`config.mk`:
```
export PLATFORM = sky130hd
export DESIGN_NAME = ckgen_ctl_slave
export DESIGN_NICKNAME = d
export VERILOG_FILES = /design/src/rtl/ckgen_ctl_pkg.sv /design/src/rtl/ckgen_line_filter.sv /design/src/rtl/ckgen_bus_events.sv /design/src/rtl/ckgen_reg_bank.sv /design/src/rtl/ckgen_xfer_fsm.sv /design/src/rtl/ckgen_ctl_slave.sv
export SDC_FILE = /design/constraint.sdc
export NUM_CORES = 1
export LEC_CHECK = 0
export BUFFER_PORTS_ARGS = -buffer_cell sky130_fd_sc_hd__buf_2
export CORE_AREA = 3 3 141 143
export CTS_CLUSTER_SIZE = 20
export DETAILED_ROUTE_END_ITERATION = 16
export DIE_AREA = 0 0 144 146
export HOLD_SLACK_MARGIN = 0.08
export PLACE_DENSITY = 0.5
export RECOVER_POWER = 50
export SYNTH_ARGS = -nofsm -noshare
export SYNTH_HDL_FRONTEND = slang
export SYNTH_HIERARCHICAL = 1
export SYNTH_SLANG_ARGS = --single-unit
```
`constraint.sdc`:
```
create_clock -name clk -period 3.4 [get_ports clk]
set_clock_uncertainty 0.1 [all_clocks]
set_input_delay 0 -clock clk [delete_from_list [all_inputs] [get_ports clk]]
set_output_delay 0 -clock clk [all_outputs]
set_load 0.02 [all_outputs]
```
`src/rtl/ckgen_ctl_pkg.sv`:
```
package ckgen_ctl_pkg;
   localparam int unsigned BYTE_W   = 8;
   localparam int unsigned OFFSET_W = 5;

   typedef enum logic [2:0] {
      PH_IDLE,
      PH_ADDR,
      PH_CMD,
      PH_COUNT,
      PH_WDATA,
      PH_RDATA,
      PH_IGNORE
   } phase_t;

   function automatic logic [BYTE_W-1:0] reset_value(input int unsigned idx);
      case (idx)
         0:       return 8'h7C;
         2:       return 8'hEB;
         3:       return 8'hAF;
         4:       return 8'h01;
         default: return 8'h00;
      endcase
   endfunction
endpackage

```
`src/rtl/ckgen_line_filter.sv`:
```
module ckgen_line_filter #(
   parameter int unsigned SYNC_STAGES = 2,
   parameter int unsigned VOTE_TAPS   = 3
) (
   input  logic clk,
   input  logic rst_n,
   input  logic line_i,
   output logic line_o
);
   localparam int unsigned HALF = VOTE_TAPS / 2;

   initial begin
      assert (SYNC_STAGES >= 2);
      assert (VOTE_TAPS >= 3 && (VOTE_TAPS % 2) == 1);
   end

   logic [SYNC_STAGES-1:0] sync_q;
   logic [VOTE_TAPS-1:0]   vote_q;
   logic                   majority;

   assign majority = ($countones(vote_q) > int'(HALF));

   always_ff @(posedge clk or negedge rst_n) begin
      if (!rst_n) begin
         sync_q <= '1;
         vote_q <= '1;
         line_o <= 1'b1;
      end else begin
         sync_q <= {sync_q[SYNC_STAGES-2:0], line_i};
         vote_q <= {vote_q[VOTE_TAPS-2:0], sync_q[SYNC_STAGES-1]};
         line_o <= majority;
      end
   end

   // a change of the clean line is always backed by the newest vote sample
   assert_filter_follows_R11: assert property (@(posedge clk) disable iff (!rst_n)
      !$stable(line_o) |-> ($past(vote_q[0]) == line_o));
endmodule

```
`src/rtl/ckgen_bus_events.sv`:
```
module ckgen_bus_events (
   input  logic clk,
   input  logic rst_n,
   input  logic scl_i,
   input  logic sda_i,
   output logic start_o,
   output logic stop_o,
   output logic scl_rise_o,
   output logic scl_fall_o
);
   logic scl_q, sda_q;

   always_ff @(posedge clk or negedge rst_n) begin
      if (!rst_n) begin
         scl_q <= 1'b1;
         sda_q <= 1'b1;
      end else begin
         scl_q <= scl_i;
         sda_q <= sda_i;
      end
   end

   always_comb begin
      start_o    = scl_q & scl_i & sda_q & ~sda_i;
      stop_o     = scl_q & scl_i & ~sda_q & sda_i;
      scl_rise_o = ~scl_q & scl_i;
      scl_fall_o = scl_q & ~scl_i;
   end
endmodule

```
`src/rtl/ckgen_reg_bank.sv`:
```
module ckgen_reg_bank
   import ckgen_ctl_pkg::*;
#(
   parameter int unsigned NUM_REGS = 6,
   parameter int unsigned IDX_W    = 6
) (
   input  logic                       clk,
   input  logic                       rst_n,
   input  logic                       wr_en,
   input  logic [IDX_W-1:0]           wr_idx,
   input  logic [BYTE_W-1:0]          wr_data,
   input  logic [IDX_W-1:0]           rd_idx,
   output logic [BYTE_W-1:0]          rd_data,
   output logic [NUM_REGS*BYTE_W-1:0] regs_flat
);
   initial assert (NUM_REGS >= 1 && NUM_REGS < (1 << IDX_W));

   logic wr_in_range;
   assign wr_in_range = (wr_idx < IDX_W'(NUM_REGS));

   for (genvar g = 0; g < NUM_REGS; g++) begin : g_reg
      logic [BYTE_W-1:0] q;
      always_ff @(posedge clk or negedge rst_n) begin
         if (!rst_n)                                 q <= reset_value(g);
         else if (wr_en && wr_idx == IDX_W'(g))      q <= wr_data;
      end
      assign regs_flat[g*BYTE_W +: BYTE_W] = q;
   end

   always_comb begin
      rd_data = '0;
      for (int i = 0; i < NUM_REGS; i++)
         if (rd_idx == IDX_W'(i)) rd_data = regs_flat[i*BYTE_W +: BYTE_W];
   end

   // writes beyond the bank leave every register untouched
   assert_oob_write_dropped_R8: assert property (@(posedge clk) disable iff (!rst_n)
      (wr_en && !wr_in_range) |=> $stable(regs_flat));

   // an in-range write is visible on the read port one cycle later
   assert_write_visible_R3: assert property (@(posedge clk) disable iff (!rst_n)
      (wr_en && wr_in_range) |=> (rd_idx != $past(wr_idx)) || (rd_data == $past(wr_data)));
endmodule

```
`src/rtl/ckgen_xfer_fsm.sv`:
```
module ckgen_xfer_fsm
   import ckgen_ctl_pkg::*;
#(
   parameter logic [6:0]  DEV_ADDR = 7'h69,
   parameter int unsigned NUM_REGS = 6,
   parameter int unsigned IDX_W    = 6
) (
   input  logic              clk,
   input  logic              rst_n,
   input  logic              start_i,
   input  logic              stop_i,
   input  logic              scl_rise_i,
   input  logic              scl_fall_i,
   input  logic              sda_i,
   output logic              drive_low_o,
   output logic              wr_en_o,
   output logic [IDX_W-1:0]  wr_idx_o,
   output logic [BYTE_W-1:0] wr_data_o,
   output logic [IDX_W-1:0]  rd_idx_o,
   input  logic [BYTE_W-1:0] rd_data_i
);
   localparam logic [BYTE_W-1:0] COUNT_BYTE = BYTE_W'(NUM_REGS);
   localparam logic [3:0]        ACK_SLOT   = 4'd8;
   localparam logic [3:0]        END_SLOT   = 4'd9;

   initial assert (IDX_W > OFFSET_W);

   phase_t            phase, next_phase;
   logic [3:0]        bit_cnt;
   logic [BYTE_W-1:0] shreg, tx_q, remaining;
   logic [IDX_W-1:0]  ptr;
   logic              byte_mode, send_count, drive_q;
   logic              active;

   assign active      = (phase != PH_IDLE) && (phase != PH_IGNORE);
   assign drive_low_o = drive_q;
   assign rd_idx_o    = ptr;

   always_ff @(posedge clk or negedge rst_n) begin
      if (!rst_n) begin
         phase      <= PH_IDLE;
         next_phase <= PH_IDLE;
         bit_cnt    <= '0;
         shreg      <= '0;
         tx_q       <= '0;
         remaining  <= '0;
         ptr        <= '0;
         byte_mode  <= 1'b0;
         send_count <= 1'b0;
         drive_q    <= 1'b0;
         wr_en_o    <= 1'b0;
         wr_idx_o   <= '0;
         wr_data_o  <= '0;
      end else begin
         wr_en_o <= 1'b0;
         if (start_i) begin
            phase   <= PH_ADDR;
            bit_cnt <= '0;
            drive_q <= 1'b0;
         end else if (stop_i) begin
            phase   <= PH_IDLE;
            bit_cnt <= '0;
            drive_q <= 1'b0;
         end else if (active && scl_rise_i) begin
            if (bit_cnt < ACK_SLOT) begin
               if (phase != PH_RDATA) shreg <= {shreg[BYTE_W-2:0], sda_i};
               bit_cnt <= bit_cnt + 4'd1;
            end else if (bit_cnt == ACK_SLOT) begin
               if (phase == PH_RDATA && sda_i) phase <= PH_IGNORE;
               else                            bit_cnt <= END_SLOT;
            end
         end else if (active && scl_fall_i) begin
            if (bit_cnt == ACK_SLOT) begin
               drive_q <= 1'b0;
               if (phase != PH_RDATA) begin
                  next_phase <= PH_IGNORE;
                  case (phase)
                     PH_ADDR: if (shreg[7:1] == DEV_ADDR) begin
                        drive_q <= 1'b1;
                        if (shreg[0]) begin
                           next_phase <= PH_RDATA;
                           send_count <= ~byte_mode;
                        end else begin
                           next_phase <= PH_CMD;
                        end
                     end
                     PH_CMD: if (shreg[6:5] == 2'b00) begin
                        drive_q    <= 1'b1;
                        byte_mode  <= shreg[7];
                        ptr        <= shreg[7] ? IDX_W'(shreg[OFFSET_W-1:0]) : '0;
                        remaining  <= 8'd1;
                        next_phase <= shreg[7] ? PH_WDATA : PH_COUNT;
                     end
                     PH_COUNT: begin
                        drive_q    <= 1'b1;
                        remaining  <= shreg;
                        next_phase <= PH_WDATA;
                     end
                     PH_WDATA: if (remaining != '0) begin
                        drive_q    <= 1'b1;
                        wr_en_o    <= 1'b1;
                        wr_idx_o   <= ptr;
                        wr_data_o  <= shreg;
                        remaining  <= remaining - 8'd1;
                        if (ptr != '1) ptr <= ptr + IDX_W'(1);
                        next_phase <= PH_WDATA;
                     end
                     default: ;
                  endcase
               end
            end else if (bit_cnt == END_SLOT) begin
               bit_cnt <= '0;
               phase   <= next_phase;
               drive_q <= 1'b0;
               if (next_phase == PH_RDATA) begin
                  if (send_count) begin
                     tx_q       <= COUNT_BYTE;
                     drive_q    <= ~COUNT_BYTE[7];
                     send_count <= 1'b0;
                  end else begin
                     tx_q    <= rd_data_i;
                     drive_q <= ~rd_data_i[7];
                     if (ptr != '1) ptr <= ptr + IDX_W'(1);
                  end
               end
            end else if (phase == PH_RDATA && bit_cnt != '0) begin
               tx_q    <= {tx_q[BYTE_W-2:0], 1'b0};
               drive_q <= ~tx_q[BYTE_W-2];
            end
         end
      end
   end

   // the slave never pulls the line while idle or shut out
   assert_quiet_when_idle_R1: assert property (@(posedge clk) disable iff (!rst_n)
      (phase == PH_IDLE || phase == PH_IGNORE) |-> !drive_q);

   // the data line only moves after SCL falls or a start/stop
   assert_drive_after_fall_R5: assert property (@(posedge clk) disable iff (!rst_n)
      !$stable(drive_q) |-> $past(scl_fall_i || start_i || stop_i));

   // bit counter stays inside the nine-slot frame
   assert_frame_bound_R6: assert property (@(posedge clk) disable iff (!rst_n)
      bit_cnt <= END_SLOT);

   // register writes come only from a data byte, on an SCL fall
   assert_write_in_data_R6: assert property (@(posedge clk) disable iff (!rst_n)
      wr_en_o |-> ($past(phase) == PH_WDATA) && $past(scl_fall_i));

   // a non-zero chip-select field leaves the ACK slot released
   assert_cs_blocks_R4: assert property (@(posedge clk) disable iff (!rst_n)
      (scl_fall_i && !start_i && !stop_i && bit_cnt == ACK_SLOT && phase == PH_CMD
       && shreg[6:5] != 2'b00) |=> !drive_q);
endmodule

```
`src/rtl/ckgen_ctl_slave.sv`:
```
module ckgen_ctl_slave
   import ckgen_ctl_pkg::*;
#(
   parameter logic [6:0]  DEV_ADDR    = 7'h69,
   parameter int unsigned NUM_REGS    = 6,
   parameter int unsigned NUM_OUTS    = 4,
   parameter int unsigned SYNC_STAGES = 2,
   parameter int unsigned VOTE_TAPS   = 3
) (
   input  logic                clk,
   input  logic                rst_n,
   input  logic                scl_in,
   input  logic                sda_in,
   output logic                sda_drive_low,
   output logic [NUM_OUTS-1:0] out_enable,
   output logic                spread_on,
   output logic                spread_wide,
   output logic                freq_high
);
   localparam int unsigned IDX_W    = OFFSET_W + 1;
   localparam int unsigned ENA_REG  = 0;
   localparam int unsigned ENA_LSB  = 3;
   localparam int unsigned CTL_REG  = 2;
   localparam int unsigned NUM_LINE = 2;

   initial begin
      assert (NUM_REGS > CTL_REG && NUM_REGS <= (1 << OFFSET_W));
      assert (NUM_OUTS >= 1 && ENA_LSB + NUM_OUTS <= BYTE_W);
   end

   logic [NUM_LINE-1:0] raw_lines, clean_lines;
   assign raw_lines = {sda_in, scl_in};

   for (genvar l = 0; l < NUM_LINE; l++) begin : g_line
      ckgen_line_filter #(.SYNC_STAGES(SYNC_STAGES), .VOTE_TAPS(VOTE_TAPS)) u_flt (
         .clk    (clk),
         .rst_n  (rst_n),
         .line_i (raw_lines[l]),
         .line_o (clean_lines[l])
      );
   end

   logic start_ev, stop_ev, rise_ev, fall_ev;
   ckgen_bus_events u_ev (
      .clk        (clk),
      .rst_n      (rst_n),
      .scl_i      (clean_lines[0]),
      .sda_i      (clean_lines[1]),
      .start_o    (start_ev),
      .stop_o     (stop_ev),
      .scl_rise_o (rise_ev),
      .scl_fall_o (fall_ev)
   );

   logic                       wr_en;
   logic [IDX_W-1:0]           wr_idx, rd_idx;
   logic [BYTE_W-1:0]          wr_data, rd_data;
   logic [NUM_REGS*BYTE_W-1:0] regs_flat;

   ckgen_xfer_fsm #(.DEV_ADDR(DEV_ADDR), .NUM_REGS(NUM_REGS), .IDX_W(IDX_W)) u_fsm (
      .clk         (clk),
      .rst_n       (rst_n),
      .start_i     (start_ev),
      .stop_i      (stop_ev),
      .scl_rise_i  (rise_ev),
      .scl_fall_i  (fall_ev),
      .sda_i       (clean_lines[1]),
      .drive_low_o (sda_drive_low),
      .wr_en_o     (wr_en),
      .wr_idx_o    (wr_idx),
      .wr_data_o   (wr_data),
      .rd_idx_o    (rd_idx),
      .rd_data_i   (rd_data)
   );

   ckgen_reg_bank #(.NUM_REGS(NUM_REGS), .IDX_W(IDX_W)) u_bank (
      .clk       (clk),
      .rst_n     (rst_n),
      .wr_en     (wr_en),
      .wr_idx    (wr_idx),
      .wr_data   (wr_data),
      .rd_idx    (rd_idx),
      .rd_data   (rd_data),
      .regs_flat (regs_flat)
   );

   assign out_enable  = regs_flat[ENA_REG*BYTE_W + ENA_LSB +: NUM_OUTS];
   assign spread_wide = regs_flat[CTL_REG*BYTE_W + 7];
   assign spread_on   = regs_flat[CTL_REG*BYTE_W + 2];
   assign freq_high   = regs_flat[CTL_REG*BYTE_W + 0];
endmodule

```
==> results of run 1 <==
==> power by group through the flow <==
stage	Clock [mW]	Sequential [mW]	Combinational, mW
floorplan	0	1.50	0.145
global placement	0	1.53	0.195
detailed placement	0	1.52	0.196
CTS	1.72	1.50	0.201
global route	1.78	1.51	0.225
finish	1.67	1.50	0.197
==> state kept, by name (all words and copies together), names as in the netlist, 6 cells and up <==
signal and flops:
u_fsm/wr_data_o 8, g_line.u_flt/vote_q 6, u_fsm/remaining 8, u_fsm/wr_idx_o 6, u_fsm/rd_idx_o 6, u_fsm/shreg 8, u_bank/g.q 48, u_fsm/tx_q 7
==> stage by stage <==
step	hold slack, ps	instance area [sq um]
final	127.8	6795
after global routing	137.5	6795
after CTS	112.4	6813
after detailed placement	6.767	6228
after global placement	4.497	6228
after floorplan	-395.6	5949
==> cells in the mapped netlist (3+ instances only) <==
master,number
inv_1,12
and4b_1,3
nor2b_1,8
a31oi_1,8
mux2i_1,5
dfrtp_1,87
nor3b_1,5
buf_4,4
mux4_1,3
and2_1,9
nand2_1,20
dfstp_2,32
a221o_1,7
nand3_1,5
and3_1,9
mux4_2,4
mux2_1,4
a22o_1,3
clkbuf_1,4
nor2_1,32
mux2_2,74
buf_2,6
o21ai_0,24
a21o_1,3
nand3b_1,5
ha_1,8
nor3_1,11
xor2_1,3
buf_6,3
a21oi_1,18
==> worst max-delay path, cell delays in order, from the launching register on <==
cell and delay [ps]:
dfrtp_1 910, mux4_1 630, and2_1 170, a221o_1 260, nor3_1 170, a21oi_1 60
mux2_2 270
==> per-layer routing <==
layer / wire length (um) / vias up / global-route usage
met1: 5966 / 2010 / 0.1762
met3: 411 / 17 / 0.03549
met2: 6128 / 55 / 0.2034
met4: 218 / 0 / 0.04944
met5: 0 / - / 0
li1: - / 1825 / -
==> final timing paths <==
| check | startpoint | end | slack [ps] | depth (start not counted) |
|---|---|---|---|---|
| min in group asynchronous | rst_n | u_fsm/remaining[1] | 410 | 2 |
| max in group asynchronous | rst_n | u_bank/g_reg[1].q[0] | 1270 | 3 |
| hold reg to reg | g_line[1].u_flt/sync_q[0] | g_line[1].u_flt/sync_q[1] | 260 | 0 |
| hold / removal | scl_in | g_line[0].u_flt/sync_q[0] | 130 | 2 |
| setup / recovery | u_fsm/rd_idx_o[0] | u_fsm/tx_q[2] | 710 | 6 |
| setup reg to reg | u_fsm/rd_idx_o[0] | u_fsm/tx_q[2] | 710 | 6 |
==> cell type report <==
type                       count  area [sq um]  area share
clock inverter                 9         76.32     0.01123
multi-input combinational    330          2778      0.4088
inverter                      12         45.04    0.006629
sequential                   119          3018      0.4441
tap                          234         292.8     0.04309
clock buffer                  23         478.0     0.07034
timing repair buffer          19         107.6     0.01583
==> kinds of logic (layout without fill, tap and decap cells) <==
kind of cell / count (synthesis) / after routing
mux: 90 / 90
buf+inv: 29 / 63
compound gates: 93 / 93
xor+xnor: 5 / 5
flops: 119 / 119
fa+ha+maj: 8 / 8
simple gates: 134 / 134
==> repair_timing <==
item                                   in CTS  in global routing
hold buffers                                3                  0
resized for setup                           0                  0
endpoints found under the hold margin      61                  0
==> qor.yml, run 1 <==
status:
  status: "finished, violations left"
  violations: "max-capacitance violations, max-slew violations"
timing:
  rsz0062_at_grt: "false"
  min_period_over_period: 0.7920
  final-max-slew-violation-count: 62
  setup_viol_count_final: 0
  finalSetupTns_ps: 0
  min_period_ps: 2693
  worst_slack_ps: 707.1
  timing.slew.headroom: -0.03546
  tightest_slew_ps: 1553
  final-hold-violation-count: 0
  fmax_mhz: 371.3
detailed_routing:
  vias_per_cell: 5.237
  dr.pass1.iters: 5
  drc: 0
  postRouteAntennaNets: 0
  first_iter_violations: 232
  via_count: 3907
  wl_per_cell_um: 17.06
  drt_wl_total_mm: 12.72
grt:
  grt_overflow: 0
  grt_usage: 0.1317
  grt_pass1_wl_mm: 21.53
  antenna_found_initial: 0
  grt_pass1_vias: 4008
  grt_start_max_net_pins: 62
floorplan:
  rows: 50
  die_w_um: 144
  ios: 12
  dieArea_sq_um: 21020
  initial_utilization: 0.3181
  die-height_um: 146
  core_area_sq_um: 18710
critical_path:
  path_class: "register to register"
  critPathArrivalTime_ps: 2890
  cp-start-kind: "register"
  required_ps: 3600
  cp_max_fo: 18
  end_kind: "register"
placement:
  io_buffers: 11
  pre_cts_ws_ps: 699.9
  gp_congestion: 0.7439
  hpwlAfterDp_mm: 8.644
  dp.cells: 711
cts:
  cts_max_path_buffers: 2
  clk-insertion-delay-late_ps: 410
  post-cts-setup-buffer-count: 0
  cts_root_buf: "clkbuf_16"
  clock-sinks: 119
  cts_tree: "built"
  cts_buffers: 17
  h-tree-depth: 4
  path_clk_slew_ps: 50
power_and_ir_drop:
  power_mw: 3.366
  p_sw_mw: 0.7856
  swShare: 0.2334
  comb_power_share: 0.058
  p_seq_frac: 0.446
  leakage_nw: 3.056
  clock_power_share: 0.496
  ir_drop_mv: 0.3169
  p_per_area_nw_per_um2: 495.4
  internal-power_mw: 2.580
logic_synthesis:
  synth_seq_cells: 119
  yosys_warnings: 6
  syn_area_per_cell_sq_um: 12.45
  synth_top_family_by_area: "multiplexers"
  synth_compound_area_frac: 0.1161
  synth_top_cell_area_share: 0.3659
  synth-simple-area-share: 0.1390
  syn_inst: 478
  yosys.area.top_type: "dfrtp_1"
  synthMuxAreaShare: 0.1844
  synth_edf_count: 0
  synth.yosys.seq_area_share: 0.5073
  synth_xor_area_frac: 0.01052
  synth_cell_types: 79
  synth_flop_cell: "dfrtp_1"
  synth_fa_ha_area_frac: 0.01682
  ys_top_cells_by_area: "dfrtp_1 (37%), dfstp_2 (14%), mux2_2 (14%)"
  synth_fp_nets: 490
  syn_area_sq_um: 5949
  async_flop_share: 1.000
cells_and_area:
  num_antenna_cells: 0
  area_growth_syn_to_layout_pct: 14.22
  final_common_cell: "dfrtp_1"
  final_cell_mix: "dfrtp_1 (87), mux2_2 (74), nor2_1 (32)"
  drive_gt1_frac: 0.3242
  fillCellCount: 1795
  fin_cells: 746
  fin_util: 0.3633
  finish.net_count: 511
flow_run:
  maxCapViolations: 1
worst_hold_path:
  min_path_type: "input pin to register"
(Power assumes the default switching activity.)
==> run 2, diff against run 1 <==
==> constraint.sdc (replaced) <==
create_clock -name clk -period 2.6 [get_ports clk]
set_clock_uncertainty 0.1 [all_clocks]
set_input_delay 0 -clock clk [delete_from_list [all_inputs] [get_ports clk]]
set_output_delay 0 -clock clk [all_outputs]
set_load 0.02 [all_outputs]
==> qor.yml, run 2 (same netlist as run 1, synthesis figures left out) <==
timing:
  timing.slew.headroom: 0.2270
  final-hold-violation-count: 0
  final-max-slew-violation-count: 0
  rsz0062_at_grt: "false"
  min_period_over_period: 0.9552
  tightest_slew_ps: 1160
  min_period_ps: 2484
  setup_viol_count_final: 0
  finalSetupTns_ps: 0
  holdWs_ps: 125.2
  fmax_mhz: 402.6
floorplan:
  core_area_sq_um: 18710
  die_w_um: 144
  die-height_um: 146
  initial_utilization: 0.3181
  rows: 50
  ios: 12
  dieArea_sq_um: 21020
grt:
  grt_start_max_net_pins: 44
  grt_pass1_vias: 4115
  antenna_found_initial: 0
  grt_overflow: 0
  grt_pass1_wl_mm: 21.86
  grt_usage: 0.1317
detailed_routing:
  postRouteAntennaNets: 0
  dr.pass1.iters: 4
  first_iter_violations: 299
  via_count: 3967
  wl_per_cell_um: 17.04
  drt_wl_total_mm: 13.13
  vias_per_cell: 5.145
  drc: 0
cells_and_area:
  fillCellCount: 1753
  finish.net_count: 536
  fin_util: 0.3789
  final_cell_mix: "dfrtp_1 (87), mux2_2 (74), nor2_1 (32)"
  num_antenna_cells: 0
  fin_area_sq_um: 7087
  top_register: "u_bank/g.q"
  drive_gt1_frac: 0.3687
  area_growth_syn_to_layout_pct: 19.12
  final_common_cell: "dfrtp_1"
  fin_cells: 771
  largest_reg_flops: 48
placement:
  io_buffers: 11
  gp_congestion: 0.8119
  dp.cells: 734
  hpwlAfterDp_mm: 9.151
  placed_cell_area_sq_um: 6426
power_and_ir_drop:
  p_per_area_nw_per_um2: 664.3
  leakage_nw: 3.252
  ir_drop_mv: 0.4061
critical_path:
  cp-start-kind: "register"
  path_class: "register to register"
  end_kind: "register"
  required_ps: 2800
  critPathArrivalTime_ps: 2680
  cp_max_fo: 7
flow_run:
  maxCapViolations: 0
cts:
  h-tree-depth: 4
  clock-sinks: 119
  path_clk_slew_ps: 50
  cts_tree: "built"
  cts_root_buf: "clkbuf_16"
  cts_max_path_buffers: 2
  cts_buffers: 17
  clk-insertion-delay-late_ps: 410
worst_hold_path:
  min_path_type: "input pin to register"
status:
  status: "complete, no violations"
## run 2: cell types whose count changed in the layout (fill, tap and decap cells not counted), sizes merged
cell          before  now
bufinv             1    4
inv               12   13
clkbuf            34   24
dlymetal6s4s       0    1
clkinv             7    5
clkinvlp           1    2
buf                5   36
## run 2: layer usage
layer / track usage / part of all wire
met2: 0.2020 / 0.50
met4: 0.04991 / 0.012
met3: 0.03023 / 0.024
met1: 0.1809 / 0.47
met5: 0 / 0
## run 2: area by class of cell
| type | instances | area [sq um] | share of cell area |
|---|---|---|---|
| Clock buffer | 20 | 446.7 | 0.06303 |
| Clock inverter | 12 | 176.4 | 0.02489 |
| Inverter | 12 | 45.04 | 0.006356 |
| Multi-Input combinational cell | 330 | 2778 | 0.3919 |
| Sequential cell | 119 | 3018 | 0.4258 |
| Tap cell | 234 | 292.8 | 0.04131 |
| Timing Repair Buffer | 44 | 330.3 | 0.04661 |
## run 2: repair_timing
item / CTS / global route
buffers inserted: 0 / 1
hold buffers: 4 / 0
endpoints found under the hold margin: 103 / 0
setup endpoints to repair: 0 / 4
gates resized for setup: 0 / 0
## run 2: worst paths after layout
check,startpoint,end,slack (ps),depth (start not counted)
max,g_line[1].u_flt/line_o,u_fsm/remaining[3],120,6
min,sda_in,g_line[1].u_flt/sync_q[0],130,2
max reg2reg,g_line[1].u_flt/line_o,u_fsm/remaining[3],120,6
min reg2reg,g_line[1].u_flt/sync_q[0],g_line[1].u_flt/sync_q[1],260,0
max in group asynchronous,rst_n,u_fsm/bit_cnt[2],470,3
min in group asynchronous,rst_n,g_line[1].u_flt/sync_q[0],660,2
## run 2: worst max-delay path, cell delays in order (launching register included)
cell,delay [ps]
dfstp_2,570
and4b_1,230
nor2_1,300
o2111ai_4,240
nor3b_4,240
a21boi_4,320
mux2_2,370
## run 2: metrics by stage
stage | setup slack [ps] | total power [mW]
after global placement | 176.1 | 2.257
after detailed placement | 108.1 | 2.266
after floorplan | 259.3 | 2.153
final | 116.4 | 4.708
after CTS | 93.37 | 4.776
after global routing | 21.27 | 4.895
## run 2: report_power, final
part / leakage [nW] / switching [mW] / internal (mW) / total, mW
Combinational: 1.41 / 0.164 / 0.110 / 0.274
Sequential: 1.55 / 0.0677 / 1.90 / 1.97
Clock: 0.300 / 0.836 / 1.63 / 2.46
Total: 3.25 / 1.07 / 3.64 / 4.71
==> run 3, diff against run 2 <==
--- a/config.mk
+++ b/config.mk
@@ -6,12 +6,12 @@
 export NUM_CORES = 1
 export LEC_CHECK = 0
 export BUFFER_PORTS_ARGS = -buffer_cell sky130_fd_sc_hd__buf_2
-export CORE_AREA = 3 3 141 143
+export CORE_AREA = 3 3 111 113
 export CTS_CLUSTER_SIZE = 20
 export DETAILED_ROUTE_END_ITERATION = 16
-export DIE_AREA = 0 0 144 146
+export DIE_AREA = 0 0 114 116
 export HOLD_SLACK_MARGIN = 0.08
-export PLACE_DENSITY = 0.5
+export PLACE_DENSITY = 0.71
 export RECOVER_POWER = 50
 export SYNTH_ARGS = -nofsm -noshare
 export SYNTH_HDL_FRONTEND = slang
==> qor.yml, run 3 (same netlist as run 1, synthesis figures left out) <==
power_and_ir_drop:
  p_per_area_nw_per_um2: 650.3
  power_mw: 4.438
  leakage_nw: 3.145
  ir_drop_mv: 0.4026
placement:
  io_buffers: 11
  placed_cell_area_sq_um: 6247
  hpwlAfterDp_mm: 8.394
  pre_cts_ws_ps: 92.99
  dp.cells: 636
  gp_congestion: 0.8460
critical_path:
  r2r_start: "u_ev/scl_q"
  critPathArrivalTime_ps: 2680
  cp_max_fo: 7
  worstSetupStartpoint: "u_ev/scl_q"
  max_stage_delay_ps: 540
  required_ps: 2800
  slowest_stage: "dfstp_2"
  path_cells: "and2b_2, nor2b_1, o2111ai_4, nor3b_4, a21boi_4, mux2_2"
  path_class: "register to register"
  end_kind: "register"
  r2r_end: "u_fsm/remaining[4]"
  endpoint: "u_fsm/remaining[4]"
  cp-start-kind: "register"
  reg2reg_depth: 6
  rrSetupSlack_ps: 120
timing:
  fmax_mhz: 402.7
  worst_slack_ps: 116.9
  min_period_ps: 2483
  tightest_slew_ps: 1519
  rsz0062_at_grt: "false"
  min_period_over_period: 0.9550
  holdWs_ps: 131.7
  finalSetupTns_ps: 0
  timing.slew.headroom: -0.01244
  final-hold-violation-count: 0
  setup_viol_count_final: 0
  final-max-slew-violation-count: 65
grt:
  antenna_found_initial: 0
  grt_util_met1: 0.2718
  grt_usage: 0.2020
  use_met3: 0.04700
  use_met2: 0.3181
  grt_overflow: 0
  grt_pass1_vias: 4054
  grt_start_max_net_pins: 65
  grt_pass1_wl_mm: 20.81
  busiest_layer: "met2"
cells_and_area:
  area_growth_syn_to_layout_pct: 14.72
  multi_input_area_sq_um: 2780
  final_cell_mix: "dfrtp_1 (87), mux2_2 (74), nor2_1 (31)"
  fin_area_sq_um: 6825
  fillCellCount: 931
  final_common_cell: "dfrtp_1"
  num_antenna_cells: 0
  drive_gt1_frac: 0.3580
  fin_util: 0.5977
  top_register: "u_bank/g.q"
  finish.net_count: 527
  fin_cells: 671
  largest_reg_flops: 48
  register_area_sq_um: 3018
detailed_routing:
  postRouteAntennaNets: 0
  wl_per_cell_um: 18.40
  vias_per_cell: 6.043
  via_count: 4055
  drt_wl_total_mm: 12.34
  first_iter_violations: 315
  dr.pass1.iters: 5
  drc: 0
status:
  status: "finished, violations left"
  violations: "max-capacitance violations, max-slew violations"
cts:
  post-cts-setup-buffer-count: 0
  path_clk_slew_ps: 50
  cts_root_buf: "clkbuf_16"
  clock-sinks: 119
  cts_buffers: 17
  clk-insertion-delay-late_ps: 420
  cts_tree: "built"
  cts_max_path_buffers: 2
  h-tree-depth: 4
worst_hold_path:
  min_path_cells: 2
  min_path_type: "input pin to register"
floorplan:
  die_w_um: 114
  initial_utilization: 0.5210
  ios: 12
  dieArea_sq_um: 13220
  core_area_sq_um: 11420
  die-height_um: 116
  rows: 39
flow_run:
  maxCapViolations: 1
## run 3: worst min path at each step
stage	start	end	slack, ps
4_1_cts	sda_in	g_line[1].u_flt/sync_q[0]	120
5_1_grt	scl_in	g_line[0].u_flt/sync_q[0]	130
3_3_place_gp	sda_in	g_line[1].u_flt/sync_q[0]	10
2_1_floorplan	rst_n	u_bank/g_reg[0].q[0]	-400
3_5_place_dp	sda_in	g_line[1].u_flt/sync_q[0]	10
6_report	sda_in	g_line[1].u_flt/sync_q[0]	130
## run 3: per-layer routing
layer	wire length [um]	vias to the layer above
li1	-	1861
met1	5655	2064
met2	5970	111
met3	490	19
met4	228	0
met5	0	-
## run 3: timing repair
item | in CTS | in global routing
setup endpoints to repair | 0 | 2
hold buffers | 3 | 0
hold endpoints to repair | 64 | 0
gates resized for setup | 0 | 1
## run 3: layout make-up
type,instances,area share
clock inverter,13,0.01815
clock buffer,19,0.06489
timing repair buffer,35,0.03465
multi-input combinational,330,0.4073
tap,143,0.02621
sequential,119,0.4422
inverter,12,0.006599
## run 3: power breakdown
group / switching (mW) / internal (mW) / leakage [nW] / total (mW)
clock network: 0.864 / 1.34 / 0.259 / 2.21
registers: 0.0690 / 1.90 / 1.54 / 1.97
logic: 0.159 / 0.100 / 1.34 / 0.259
total: 1.09 / 3.35 / 3.14 / 4.44
## run 3: worst max-delay path, delay by kind of cell (launching register included)
family	cells	cell delay [ps]
AND/OR/NAND/NOR	3	750
AO/OA/AOI/OAI	2	590
flip-flops	1	540
multiplexers	1	380
